**src/rtl/bor_pkg.sv**
```systemverilog
package bor_pkg;

  localparam int NUM_SRC  = 4;
  localparam int SRC_CORE = 0;
  localparam int SRC_MAIN = 1;
  localparam int SRC_BATT = 2;
  localparam int SRC_DS   = 3;

  typedef enum logic [2:0] {
    PM_RUN    = 3'd0,
    PM_IDLE   = 3'd1,
    PM_SLEEP  = 3'd2,
    PM_DSLEEP = 3'd3,
    PM_BATT   = 3'd4
  } pmode_e;

  // Mode window of each monitor: the modes in which it may cause a reset.
  function automatic logic src_window(int src, logic [2:0] mode);
    logic awake;
    awake = (mode == PM_RUN) || (mode == PM_IDLE) || (mode == PM_SLEEP);
    case (src)
      SRC_CORE: return awake;
      SRC_MAIN: return awake;
      SRC_BATT: return mode == PM_BATT;
      SRC_DS:   return mode == PM_DSLEEP;
      default:  return 1'b0;
    endcase
  endfunction

  // Enable rule: the core monitor carries a constant 1 in the vector.
  function automatic logic src_gate(int src, logic [NUM_SRC-1:0] en_vec);
    return en_vec[src];
  endfunction

  // Destination on release: battery only when it alone caused the episode.
  function automatic logic [2:0] exit_for(logic [NUM_SRC-1:0] seen);
    logic [NUM_SRC-1:0] batt_only;
    batt_only = '0;
    batt_only[SRC_BATT] = 1'b1;
    return (seen == batt_only) ? PM_BATT : PM_RUN;
  endfunction

endpackage

```
**src/rtl/bor_sync.sv**
```systemverilog
module bor_sync #(
  parameter int WIDTH  = 4,
  parameter int STAGES = 2
) (
  input  logic             clk,
  input  logic             rst_n,
  input  logic [WIDTH-1:0] d,
  output logic [WIDTH-1:0] q
);

  logic [WIDTH-1:0] stg [STAGES];

  always_ff @(posedge clk or negedge rst_n) begin
    if (!rst_n) begin
      for (int i = 0; i < STAGES; i++) stg[i] <= '0;
    end else begin
      stg[0] <= d;
      for (int i = 1; i < STAGES; i++) stg[i] <= stg[i-1];
    end
  end

  assign q = stg[STAGES-1];

endmodule

```
**src/rtl/bor_qualify.sv**
```systemverilog
module bor_qualify
  import bor_pkg::*;
#(
  parameter int NSRC = NUM_SRC
) (
  input  logic [2:0]      mode,
  input  logic [NSRC-1:0] en_vec,
  input  logic [NSRC-1:0] cmp_s,
  output logic [NSRC-1:0] trip
);

  for (genvar g = 0; g < NSRC; g++) begin : g_src
    assign trip[g] = cmp_s[g] & src_gate(g, en_vec) & src_window(g, mode);
  end

endmodule

```
**src/rtl/bor_release.sv**
```systemverilog
module bor_release
  import bor_pkg::*;
#(
  parameter int NSRC  = NUM_SRC,
  parameter int QUIET = 16
) (
  input  logic             clk,
  input  logic             rst_n,
  input  logic [NSRC-1:0]  trip,
  output logic             hold,
  output logic             rf_pulse,
  output logic [2:0]       exit_mode,
  output logic [$clog2(QUIET+1)-1:0] quiet_cnt
);

  localparam int CNT_W = $clog2(QUIET + 1);
  localparam logic [CNT_W-1:0] LAST = CNT_W'(QUIET - 1);

  logic             trip_any;
  logic [NSRC-1:0]  seen_q;
  logic [NSRC-1:0]  seen_nx;
  logic [CNT_W-1:0] cnt_q;

  assign trip_any = |trip;
  assign seen_nx  = (hold ? seen_q : '0) | trip;

  always_ff @(posedge clk or negedge rst_n) begin
    if (!rst_n) begin
      hold      <= 1'b0;
      rf_pulse  <= 1'b0;
      cnt_q     <= '0;
      seen_q    <= '0;
      exit_mode <= PM_RUN;
    end else begin
      rf_pulse <= trip_any & ~hold;
      if (trip_any) begin
        hold      <= 1'b1;
        cnt_q     <= '0;
        seen_q    <= seen_nx;
        exit_mode <= exit_for(seen_nx);
      end else if (hold) begin
        if (cnt_q == LAST) begin
          hold  <= 1'b0;
          cnt_q <= '0;
        end else begin
          cnt_q <= cnt_q + 1'b1;
        end
      end
    end
  end

  assign quiet_cnt = cnt_q;

endmodule

```
**src/rtl/bor_status.sv**
```systemverilog
module bor_status #(
  parameter int NSRC = 4
) (
  input  logic            clk,
  input  logic            rst_n,
  input  logic [NSRC-1:0] trip,
  input  logic [NSRC-1:0] clr,
  output logic [NSRC-1:0] flags
);

  for (genvar g = 0; g < NSRC; g++) begin : g_flag
    always_ff @(posedge clk or negedge rst_n) begin
      if (!rst_n)        flags[g] <= 1'b0;
      else if (trip[g])  flags[g] <= 1'b1;
      else if (clr[g])   flags[g] <= 1'b0;
    end
  end

endmodule

```
**src/rtl/bor_reset_ctrl.sv**
```systemverilog
module bor_reset_ctrl
  import bor_pkg::*;
#(
  parameter int SYNC_STAGES  = 2,
  parameter int QUIET_CYCLES = 16
) (
  input  logic         clk,
  input  logic         por_n,
  input  logic [2:0]   pwr_mode,
  input  logic         en_main,
  input  logic         en_batt,
  input  logic         en_dsleep,
  input  logic [3:0]   cmp_low,
  input  logic [3:0]   flag_clr,
  output logic         rst_hold,
  output logic         io_tristate,
  output logic         rf_rst,
  output logic [3:0]   bor_flags,
  output logic [2:0]   exit_mode
);

  localparam int CNT_W = $clog2(QUIET_CYCLES + 1);

  logic [NUM_SRC-1:0] en_vec;
  logic [NUM_SRC-1:0] cmp_sync;
  logic [NUM_SRC-1:0] trip_vec;
  logic               trip_any;
  logic [CNT_W-1:0]   quiet_cnt;

  always_comb begin
    en_vec           = '0;
    en_vec[SRC_CORE] = 1'b1;
    en_vec[SRC_MAIN] = en_main;
    en_vec[SRC_BATT] = en_batt;
    en_vec[SRC_DS]   = en_dsleep;
  end

  bor_sync #(.WIDTH(NUM_SRC), .STAGES(SYNC_STAGES)) u_sync (
    .clk   (clk),
    .rst_n (por_n),
    .d     (cmp_low),
    .q     (cmp_sync)
  );

  bor_qualify #(.NSRC(NUM_SRC)) u_qual (
    .mode   (pwr_mode),
    .en_vec (en_vec),
    .cmp_s  (cmp_sync),
    .trip   (trip_vec)
  );

  assign trip_any = |trip_vec;

  bor_release #(.NSRC(NUM_SRC), .QUIET(QUIET_CYCLES)) u_rel (
    .clk       (clk),
    .rst_n     (por_n),
    .trip      (trip_vec),
    .hold      (rst_hold),
    .rf_pulse  (rf_rst),
    .exit_mode (exit_mode),
    .quiet_cnt (quiet_cnt)
  );

  bor_status #(.NSRC(NUM_SRC)) u_stat (
    .clk   (clk),
    .rst_n (por_n),
    .trip  (trip_vec),
    .clr   (flag_clr),
    .flags (bor_flags)
  );

  assign io_tristate = rst_hold;

endmodule

```
**config.mk**
```make
export PLATFORM = sky130hd
export DESIGN_NAME = bor_reset_ctrl
export DESIGN_NICKNAME = d
export VERILOG_FILES = /design/src/rtl/bor_pkg.sv /design/src/rtl/bor_sync.sv /design/src/rtl/bor_qualify.sv /design/src/rtl/bor_release.sv /design/src/rtl/bor_status.sv /design/src/rtl/bor_reset_ctrl.sv
export SDC_FILE = /design/constraint.sdc
export NUM_CORES = 1
export LEC_CHECK = 0
export BUFFER_PORTS_ARGS = -buffer_cell sky130_fd_sc_hd__buf_2
export CAP_MARGIN = 10
export CORE_MARGIN = 2
export CORE_UTILIZATION = 35
export CTS_CLUSTER_SIZE = 24
export DETAILED_ROUTE_END_ITERATION = 16
export SLEW_MARGIN = 20
export SYNTH_ARGS = -nofsm -noshare
export SYNTH_HDL_FRONTEND = slang
export SYNTH_SLANG_ARGS = --single-unit
```
**constraint.sdc**
```tcl
create_clock -name clk -period 2.6 [get_ports clk]
set_input_delay 0.39 -clock clk [delete_from_list [all_inputs] [get_ports clk]]
set_output_delay 0.39 -clock clk [all_outputs]
set_load 0.01 [all_outputs]
```
==> results of run 1 <==
[final cells by class]
| type | count | area, sq um | area share |
|---|---|---|---|
| Multi-Input combinational cell | 50 | 324 | 0.293 |
| Clock inverter | 1 | 5.00 | 0.00452 |
| Inverter | 7 | 26.3 | 0.0238 |
| Sequential cell | 23 | 576 | 0.520 |
| Tap cell | 30 | 37.5 | 0.0339 |
| Clock buffer | 3 | 22.5 | 0.0204 |
| Timing Repair Buffer | 23 | 115 | 0.104 |
[sequential cells by signal, indices dropped and copies added (netlist names)]
signal,cells
u_rel.exit_mode,1
u_rel.quiet_cnt,5
u_sync.stg,4
u_rel.rf_pulse,1
u_rel.hold,1
u_stat.flags,4
u_rel.seen_q,3
u_sync.q,4
[synth_stat cells, types with 2 or more instances]
library cell	instances	area share
dfrtp_1	23	0.60
nand2_1	8	0.031
inv_1	7	0.027
o21ai_0	7	0.037
a21oi_1	3	0.016
buf_4	3	0.023
nand3_1	3	0.016
nor3_1	3	0.016
a22oi_1	2	0.016
nor2_1	2	0.0078
o211ai_1	2	0.016
xor2_1	2	0.018
[cells by family (layout without fill, tap and decap cells)]
group	Yosys count	in the layout	share of synthesized area
AND/OR/NAND/NOR	25	25	0.164
flip-flops	23	23	0.600
AO/OA/AOI/OAI	20	20	0.134
buffers and inverters	12	34	0.0665
XOR/XNOR	2	2	0.0183
adder cells (fa/ha/maj)	1	1	0.0130
other	1	2	0.00391
[placed cells by master (no fill, tap or decap), types with 3 or more instances in the layout]
cell type   n
nand3_1     3
nand2_1     8
dfrtp_1    23
inv_1       7
buf_2      23
clkbuf_4    3
a21oi_1     3
nor3_1      3
o21ai_0     7
[power groups by stage]
stage / Clock [mW] / Sequential [mW] / Combinational (mW)
2_1_floorplan: 0 / 0.431 / 0.0854
3_3_place_gp: 0 / 0.435 / 0.120
3_5_place_dp: 0 / 0.438 / 0.124
4_1_cts: 0.169 / 0.430 / 0.125
5_1_grt: 0.183 / 0.437 / 0.138
6_report: 0.159 / 0.430 / 0.122
[metal layers]
layer | vias to the layer above | wire, um
met3 | 4 | 71
met5 | - | 0
met1 | 353 | 765
li1 | 336 | -
met2 | 18 | 883
met4 | 0 | 14
[path summary, 6_finish.rpt]
check,start,depth (start not counted),slack [ps],to
setup / recovery,u_rel.hold,1,1070,rst_hold
hold / removal,por_n,1,20,u_rel.quiet_cnt[3]
setup reg to reg,u_rel.quiet_cnt[0],4,1280,u_rel.quiet_cnt[0]
hold reg to reg,u_sync.stg[6],0,360,u_sync.q[2]
max in group asynchronous,por_n,1,2240,u_sync.q[2]
min in group clk,cmp_low[1],1,180,u_sync.stg[5]
[through the flow]
| stage | power [mW] | utilization | setup slack (ps) |
|---|---|---|---|
| 6_report | 0.711 | 0.435 | 1070 |
| 5_1_grt | 0.758 | 0.435 | 986 |
| 4_1_cts | 0.724 | 0.435 | 1060 |
| 3_5_place_dp | 0.562 | 0.424 | 1100 |
| 3_3_place_gp | 0.556 | 0.424 | 1140 |
| 2_1_floorplan | 0.517 | - | 1330 |
==> flow_metrics.env, run 1 <==
export IMPL_chipHeight_um=56.4
export IMPL_swShare=0.281
export IMPL_cts_hold_buf=0
export IMPL_skew_ps=5.34
export IMPL_yosys_cell_types_count=31
export IMPL_final_cells=137
export IMPL_drcViolationCount=0
export IMPL_num_io_pins=26
export IMPL_crit_path_end_kind="output pin"
export IMPL_grt_max_degree=24
export IMPL_hold_class="in -> async"
export IMPL_grt_use_total=0.117
export IMPL_cp_top_family="flip-flops"
export IMPL_fp_coreArea_sq_mm=0.00254
export IMPL_finalHoldWorstSlack_ps=21.1
export IMPL_synth_area_sq_um=960
export IMPL_grt_pass1_wl_um=2890
export IMPL_cts_sinks=23
export IMPL_start_util=0.377
export IMPL_grt_pass1_vias=667
export IMPL_cts_htree_levels=1
export IMPL_rsz0062_at_grt="false"
export IMPL_grtUsageMet2=0.198
export IMPL_clock_latency_ps=310
export IMPL_port_buffers=23
export IMPL_ir_drop_mv=0.366
export IMPL_finalHoldViolations=0
export IMPL_grt_busiest_layer="met2"
export IMPL_cp_slowest_stage_delay_ps=620
export IMPL_clk_pin_slew_ps=120
export IMPL_start_kind="flop"
export IMPL_postCtsResizedCells=0
export IMPL_first_pass_iters=5
export IMPL_tritoncts="done"
export IMPL_vias=711
export IMPL_cts_buffer_depth=2
export IMPL_final_setup_tns_ps=0
export IMPL_async_flop_share=1.00
export IMPL_synth_seq_cells=23
export IMPL_place_congestion=0.763
export IMPL_use_met3=0.0300
export IMPL_postCtsSetupBuffers=0
export IMPL_antenna_found_initial=0
export IMPL_worstSetupPathType="reg -> out"
export IMPL_syn_inst=84
export IMPL_ant_nets=0
export IMPL_rows=18
export IMPL_dp_hpwl_um=1330
export IMPL_grtUsageMet1=0.145
export IMPL_cp_data_arrival_time_ps=1140
export IMPL_internal_power_uw=511
export IMPL_leakage_nw=0.539
export IMPL_synth_top_flop_cell="dfrtp_1"
export IMPL_combPwrFrac=0.172
export IMPL_die_width_um=56.4
export IMPL_drt_iter0_drc=21
export IMPL_synth_yosys_seq_area_share=0.600
export IMPL_die_area_sq_mm=0.00318
export IMPL_p_per_area_mw_per_mm2=643
export IMPL_wl_um=1730
export IMPL_worstPathMaxFanout=14
export IMPL_p_seq_frac=0.604
export IMPL_path_buf_inv=1
export IMPL_cts_root_buf="clkbuf_4"
export IMPL_area_growth_pct=15.3
export IMPL_drive_gt1_frac=0.271
export IMPL_cts_made_buffers=3
export IMPL_cap_violations=0
export IMPL_placed_area_sq_mm=0.00108
export IMPL_p_switching_uw=200
export IMPL_stdcell_area_sq_mm=0.00111
export IMPL_gr_total_overflow=0
export IMPL_layout_min_cycle_time_ps=1530
export IMPL_outcome="finished clean"
export IMPL_setup_viol_count_final=0
export IMPL_finalCritPeriodShare=0.590
export IMPL_ys_warn_count=0
export IMPL_critical_path_slowest_cell="dfrtp_1"
export IMPL_clockPowerShare=0.224
export IMPL_final_nets=125
export IMPL_cp_cell_sequence="buf_2"
export IMPL_dp_cells=133
export IMPL_report_final_slew_viol_count=0
export IMPL_synth_edf_count=0
export IMPL_syn_avg_cell_area_sq_um=11.4
export IMPL_fmax_mhz=652
export IMPL_fill_cells=258
export IMPL_wl_per_cell_um=12.6
export IMPL_diodes=0
export IMPL_drt_vias_per_instance=5.19
export IMPL_crit_required_ps=2210
Note: power is estimated with default switching activity, not from simulation.
==> run 2: changes to the inputs <==
- ABC_AREA: unset -> 1
- clock period: 2.6 -> 1.55 ns (I/O delays scaled with it)
==> run 2 against run 1 <==
Global-route usage grew 0.35 points. Clock power rose to 2.8 times the previous value. Largest cell class unchanged. Largest power group unchanged. Via count increased by 7.5%. Non-clock buffer count is 5 higher. Clock-buffer cell count stayed put. Die area grew 4.5%. Combinational power rose by 120%. Final cell count up 23%. First-iteration DRC count shrank 52%. Sequential cell count is 1 higher. Critical path depth is 4 higher. Register-to-register slack worse by 960 ps.
==> flow_metrics.env, run 2 <==
export IMPL_outcome="finished clean"
export IMPL_hold_start="flag_clr[3]"
export IMPL_synth_seq_cells=24
export IMPL_p_per_area_mw_per_mm2=1210
export IMPL_relSlewSlack=0.662
export IMPL_die_area_sq_mm=0.00332
export IMPL_diodes=0
export IMPL_r2r_slack_ps=320
export IMPL_grt_max_degree=25
export IMPL_ff2ff_path_depth=5
export IMPL_port_buffers=23
export IMPL_postCtsSetupBuffers=0
export IMPL_dp_hpwl_um=1310
export IMPL_drt_iter0_drc=10
export IMPL_final_setup_tns_ps=0
export IMPL_hold_path_depth=2
export IMPL_tritoncts="done"
export IMPL_largest_reg_flops=5
export IMPL_ys_warn_count=0
export IMPL_hold_class="in -> reg"
export IMPL_chipHeight_um=57.6
export IMPL_synth_yosys_seq_area_share=0.597
export IMPL_hold_path_end="u_stat.flags[3]"
export IMPL_clock_latency_ps=310
export IMPL_grt_pass1_wl_um=3060
export IMPL_cts_made_buffers=3
export IMPL_gr_total_overflow=0
export IMPL_clk_pin_slew_ps=130
export IMPL_yosysMostFrequentCell="nand2_1"
export IMPL_syn_avg_cell_area_sq_um=9.23
export IMPL_place_ws_ps=364
export IMPL_yosys_cell_types_count=19
export IMPL_num_io_pins=26
export IMPL_start_kind="flop"
export IMPL_netlist_top_cells_area="dfrtp_1 60%, nand2_1 9.7%, nand3_1 6.0%"
export IMPL_leakage_nw=0.675
export IMPL_synth_area_sq_mm=0.00101
export IMPL_final_cell_mix="26 x nand2_1, 24 x dfrtp_1, 23 x buf_2"
export IMPL_place_congestion=0.795
export IMPL_cts_htree_levels=1
export IMPL_grt_pass1_vias=738
export IMPL_first_pass_iters=5
export IMPL_rsz0062_at_grt="false"
export IMPL_cts_sinks=24
export IMPL_final_nets=156
export IMPL_finalCritPeriodShare=0.791
export IMPL_worstPathMaxFanout=8
export IMPL_synth_edf_count=0
export IMPL_wl_um=1770
export IMPL_area_growth_pct=22.5
export IMPL_rows=19
export IMPL_fill_cells=259
export IMPL_final_common_cell="nand2_1"
export IMPL_layout_min_cycle_time_ps=1230
export IMPL_synth_top_area_frac=0.597
export IMPL_ys_top_cells_by_count="26 x nand2_1, 24 x dfrtp_1, 12 x inv_1, 12 x nand3_1, 10 x nor2_1"
export IMPL_ant_nets=0
export IMPL_wl_per_cell_um=10.5
export IMPL_synth_top_flop_cell="dfrtp_1"
export IMPL_r2r_start="u_rel.hold"
export IMPL_drive_gt1_frac=0.225
export IMPL_fmax_mhz=815
export IMPL_syn_inst=109
export IMPL_cap_violations=0
export IMPL_antenna_found_initial=0
export IMPL_crit_required_ps=1760
export IMPL_cts_buffer_depth=2
export IMPL_vias=764
export IMPL_worstMarginPinSlew_ps=507
export IMPL_report_final_slew_viol_count=0
export IMPL_fp_coreArea_sq_mm=0.00273
export IMPL_reg2reg_to="u_rel.exit_mode[2]"
export IMPL_grt_use_total=0.121
export IMPL_crit_path_end_kind="flop"
export IMPL_start_util=0.368
export IMPL_drcViolationCount=0
export IMPL_drt_vias_per_instance=4.52
export IMPL_cp_data_arrival_time_ps=1440
export IMPL_async_flop_share=1.00
export IMPL_setup_ws_ps=323
export IMPL_die_width_um=57.6
export IMPL_synth_top_area_cell="dfrtp_1"
export IMPL_worstSetupPathType="reg -> reg"
export IMPL_skew_ps=1.62
export IMPL_setup_viol_count_final=0
export IMPL_ir_drop_mv=0.757
export IMPL_postCtsResizedCells=0
export IMPL_finalHoldViolations=0
export IMPL_finalHoldWorstSlack_ps=92.0
export IMPL_cts_root_buf="clkbuf_4"
==> run 2: worst max-delay path by stage <==
stage                         endpoint  slack, ps         from
floorplan           u_rel.exit_mode[2]        450   u_rel.hold
CTS                           rst_hold        300   u_rel.hold
detailed placement  u_rel.exit_mode[2]        360   u_rel.hold
global placement    u_rel.exit_mode[2]        350   u_rel.hold
global route        u_rel.quiet_cnt[1]        160  u_sync.q[2]
finish              u_rel.exit_mode[2]        320   u_rel.hold
==> run 2: area by class of cell <==
class                           instances  area (sq um)  area share
Sequential cell                        24           601       0.487
Multi-Input combinational cell         69           327       0.265
Timing Repair Buffer                   28           165       0.134
Inverter                               13          48.8      0.0396
Tap cell                               31          38.8      0.0315
Clock inverter                          1          30.0      0.0244
Clock buffer                            3          22.5      0.0183
==> run 2: kinds of logic (layout without fill, tap and decap cells) <==
group | Yosys count | after routing | synth area share
flops | 24 | 24 | 0.597
compound gates | 11 | 11 | 0.0547
fa+ha+maj | 1 | 1 | 0.0124
xor+xnor | 2 | 2 | 0.0174
simple gates | 53 | 53 | 0.233
buf+inv | 17 | 45 | 0.0821
other cells | 1 | 2 | 0.00373
==> run 2: worst max-delay path, stage by stage, from the launching register on <==
cell,delay [ps]
dfrtp_1,500
inv_1,160
o21ai_0,240
nor2_1,80
nand3_1,80
nand2_1,60
==> run 2: report_power, final <==
part	internal, mW	leakage [nW]	switching, mW
clock	0.261	0.0279	0.180
combinational	0.118	0.346	0.151
sequential	0.716	0.301	0.0596
total	1.09	0.675	0.390
==> run 2: repair_timing <==
action                                  in CTS  in global routing
hold buffers                                 1                  4
hold endpoints to repair                    24                  4
endpoints found under the setup margin       0                  0
==> run 2: metrics by stage <==
step	utilization	instances	instance area [sq um]	power, mW
6_report	0.451	169	1230	1.49
5_1_grt	0.451	169	1230	1.58
4_1_cts	0.436	165	1190	1.50
3_5_place_dp	0.413	160	1130	1.05
3_3_place_gp	0.413	160	1130	1.04
2_1_floorplan	-	110	1010	0.964
==> run 2: routing by layer <==
| metal | vias to the layer above | GRT usage | share of wire |
|---|---|---|---|
| met5 | - | 0 | 0 |
| met4 | 0 | 0.0399 | 0.011 |
| met3 | 2 | 0.0335 | 0.050 |
| met2 | 28 | 0.208 | 0.47 |
| met1 | 340 | 0.146 | 0.47 |
| li1 | 394 | - | - |
==> run 3: changes to the inputs <==
- ABC_AREA: 1 -> 0
- clock period: 1.55 -> 1 ns (I/O delays scaled with it)
==> run 3 against run 2 <==
The run now ends with negative setup slack left. Clock-buffer cell count grew 1. Global-route usage grew 1.8 points. Sequential share of layout area is 9.0 points lower. Highest routed layer unchanged. Largest power group unchanged.
==> flow_metrics.env, run 3 (synthesis results as in run 1) <==
export IMPL_path_buf_inv=1
export IMPL_p_per_area_mw_per_mm2=1510
export IMPL_drcViolationCount=0
export IMPL_antenna_found_initial=0
export IMPL_place_congestion=0.727
export IMPL_cp_top_family="flip-flops"
export IMPL_tritoncts="done"
export IMPL_report_final_slew_viol_count=0
export IMPL_grt_max_degree=24
export IMPL_skew_ps=7.88
export IMPL_start_util=0.377
export IMPL_setup_ws_ps=-154
export IMPL_placed_area_sq_mm=0.00119
export IMPL_chipHeight_um=56.4
export IMPL_grt_pass1_wl_um=3450
export IMPL_cap_violations=0
export IMPL_place_ws_ps=-180
export IMPL_cts_sinks=23
export IMPL_setup_viol_count_final=13
export IMPL_finalCritPeriodShare=1.15
export IMPL_final_nets=152
export IMPL_clk_pin_slew_ps=110
export IMPL_cp_slowest_stage_delay_ps=370
export IMPL_cp_cell_sequence="ha_2, nand4b_1, buf_6, a31oi_4, nor3_1"
export IMPL_layout_min_cycle_time_ps=1150
export IMPL_endpoint="u_rel.quiet_cnt[1]"
export IMPL_cts_buffer_depth=2
export IMPL_start_kind="flop"
export IMPL_rsz0062_at_grt="true"
export IMPL_wl_um=2060
export IMPL_leakage_nw=0.688
export IMPL_final_cell_mix="23 x dfrtp_1, 21 x buf_2, 19 x buf_4"
export IMPL_cts_root_buf="clkbuf_4"
export IMPL_rows=18
export IMPL_die_area_sq_mm=0.00318
export IMPL_drt_iter0_drc=16
export IMPL_diodes=0
export IMPL_grt_use_total=0.139
export IMPL_hold_class="in -> reg"
export IMPL_fmax_mhz=866
export IMPL_crit_cells=5
export IMPL_worstPathMaxFanout=3
export IMPL_crit_path_start="u_rel.quiet_cnt[1]"
export IMPL_crit_path_end_kind="flop"
export IMPL_port_buffers=23
export IMPL_finalHoldViolations=0
export IMPL_critical_path_slowest_cell="dfrtp_1"
export IMPL_final_common_cell="dfrtp_1"
export IMPL_r2r_start="u_rel.quiet_cnt[1]"
export IMPL_num_io_pins=26
export IMPL_crit_required_ps=1200
export IMPL_cts_made_buffers=3
export IMPL_outcome="finished with violations"
export IMPL_worstSetupPathType="reg -> reg"
export IMPL_die_width_um=56.4
export IMPL_reg2reg_to="u_rel.quiet_cnt[1]"
export IMPL_wl_per_cell_um=12.6
export IMPL_drive_gt1_frac=0.515
export IMPL_hold_path_depth=2
export IMPL_first_pass_iters=4
export IMPL_ant_nets=0
export IMPL_vias=812
export IMPL_dp_hpwl_um=1450
export IMPL_cts_htree_levels=1
export IMPL_r2r_slack_ps=-150
export IMPL_ir_drop_mv=1.06
export IMPL_grt_pass1_vias=849
export IMPL_fp_coreArea_sq_mm=0.00254
export IMPL_largest_reg_flops=5
export IMPL_stdcell_area_sq_mm=0.00145
export IMPL_cp_data_arrival_time_ps=1350
export IMPL_ff2ff_path_depth=5
export IMPL_drt_vias_per_instance=4.95
export IMPL_clock_latency_ps=300
export IMPL_gr_total_overflow=0
export IMPL_area_growth_pct=50.8
export IMPL_failed_checks="negative setup slack"
==> run 3: changes by cell type in the layout (fill, tap and decap cells not counted), moves of 3 or more <==
| cell | before | now |
|---|---|---|
| o21ai_0 | 9 | 6 |
| nand3_1 | 12 | 1 |
| nand2_1 | 26 | 5 |
| buf_6 | 0 | 5 |
| buf_4 | 0 | 19 |
| nor2_1 | 10 | 1 |
| inv_1 | 12 | 6 |
==> run 3: through the flow <==
| step | hold WS, ps | TNS (ps) | std cells | power (mW) | util |
|---|---|---|---|---|---|
| floorplan | -146 | -534 | 85 | 1.36 | - |
| global placement | 149 | -1300 | 148 | 1.54 | 0.470 |
| detailed placement | 146 | -1620 | 148 | 1.56 | 0.470 |
| CTS | 16.1 | -1530 | 163 | 2.10 | 0.552 |
| global route | 9.50 | -2300 | 164 | 2.32 | 0.569 |
| finish | 27.7 | -1400 | 164 | 2.18 | 0.569 |
==> run 3: report_power, final <==
part	internal [mW]	total, mW	switching (mW)
Combinational	0.392	0.686	0.293
Sequential	1.03	1.10	0.0689
Clock	0.155	0.396	0.241
==> run 3: what timing repair did <==
action,in CTS,in global routing
gates resized for setup,19,7
buffers inserted,6,1
endpoints found under the hold margin,27,0
hold buffers,5,0
endpoints found under the setup margin,14,19
gates cloned,0,0
pin swaps,14,6
==> run 3: cell type report <==
| type | instances | area, sq um |
|---|---|---|
| inverters | 7 | 26.3 |
| clock buffers | 4 | 26.3 |
| multi-input cells | 50 | 428 |
| well taps | 30 | 37.5 |
| flip-flops and latches | 23 | 576 |
| fillers | 228 | 1100 |
| repair buffers | 50 | 354 |
==> run 3: how the worst min path moves through the flow <==
stage / to / startpoint
after floorplan: u_rel.exit_mode[2] / por_n
after global placement: u_rel.quiet_cnt[2] / por_n
after detailed placement: u_rel.quiet_cnt[3] / por_n
after CTS: u_stat.flags[0] / flag_clr[0]
after global routing: u_stat.flags[3] / flag_clr[3]
final: u_stat.flags[0] / flag_clr[0]
==> run 3: routing by layer <==
| layer | track usage | up-vias | wire, um |
|---|---|---|---|
| li1 | - | 389 | - |
| met5 | 0 | - | 0 |
| met2 | 0.261 | 25 | 1170 |
| met4 | 0.0612 | 0 | 14 |
| met1 | 0.153 | 396 | 798 |
| met3 | 0.0207 | 2 | 79 |
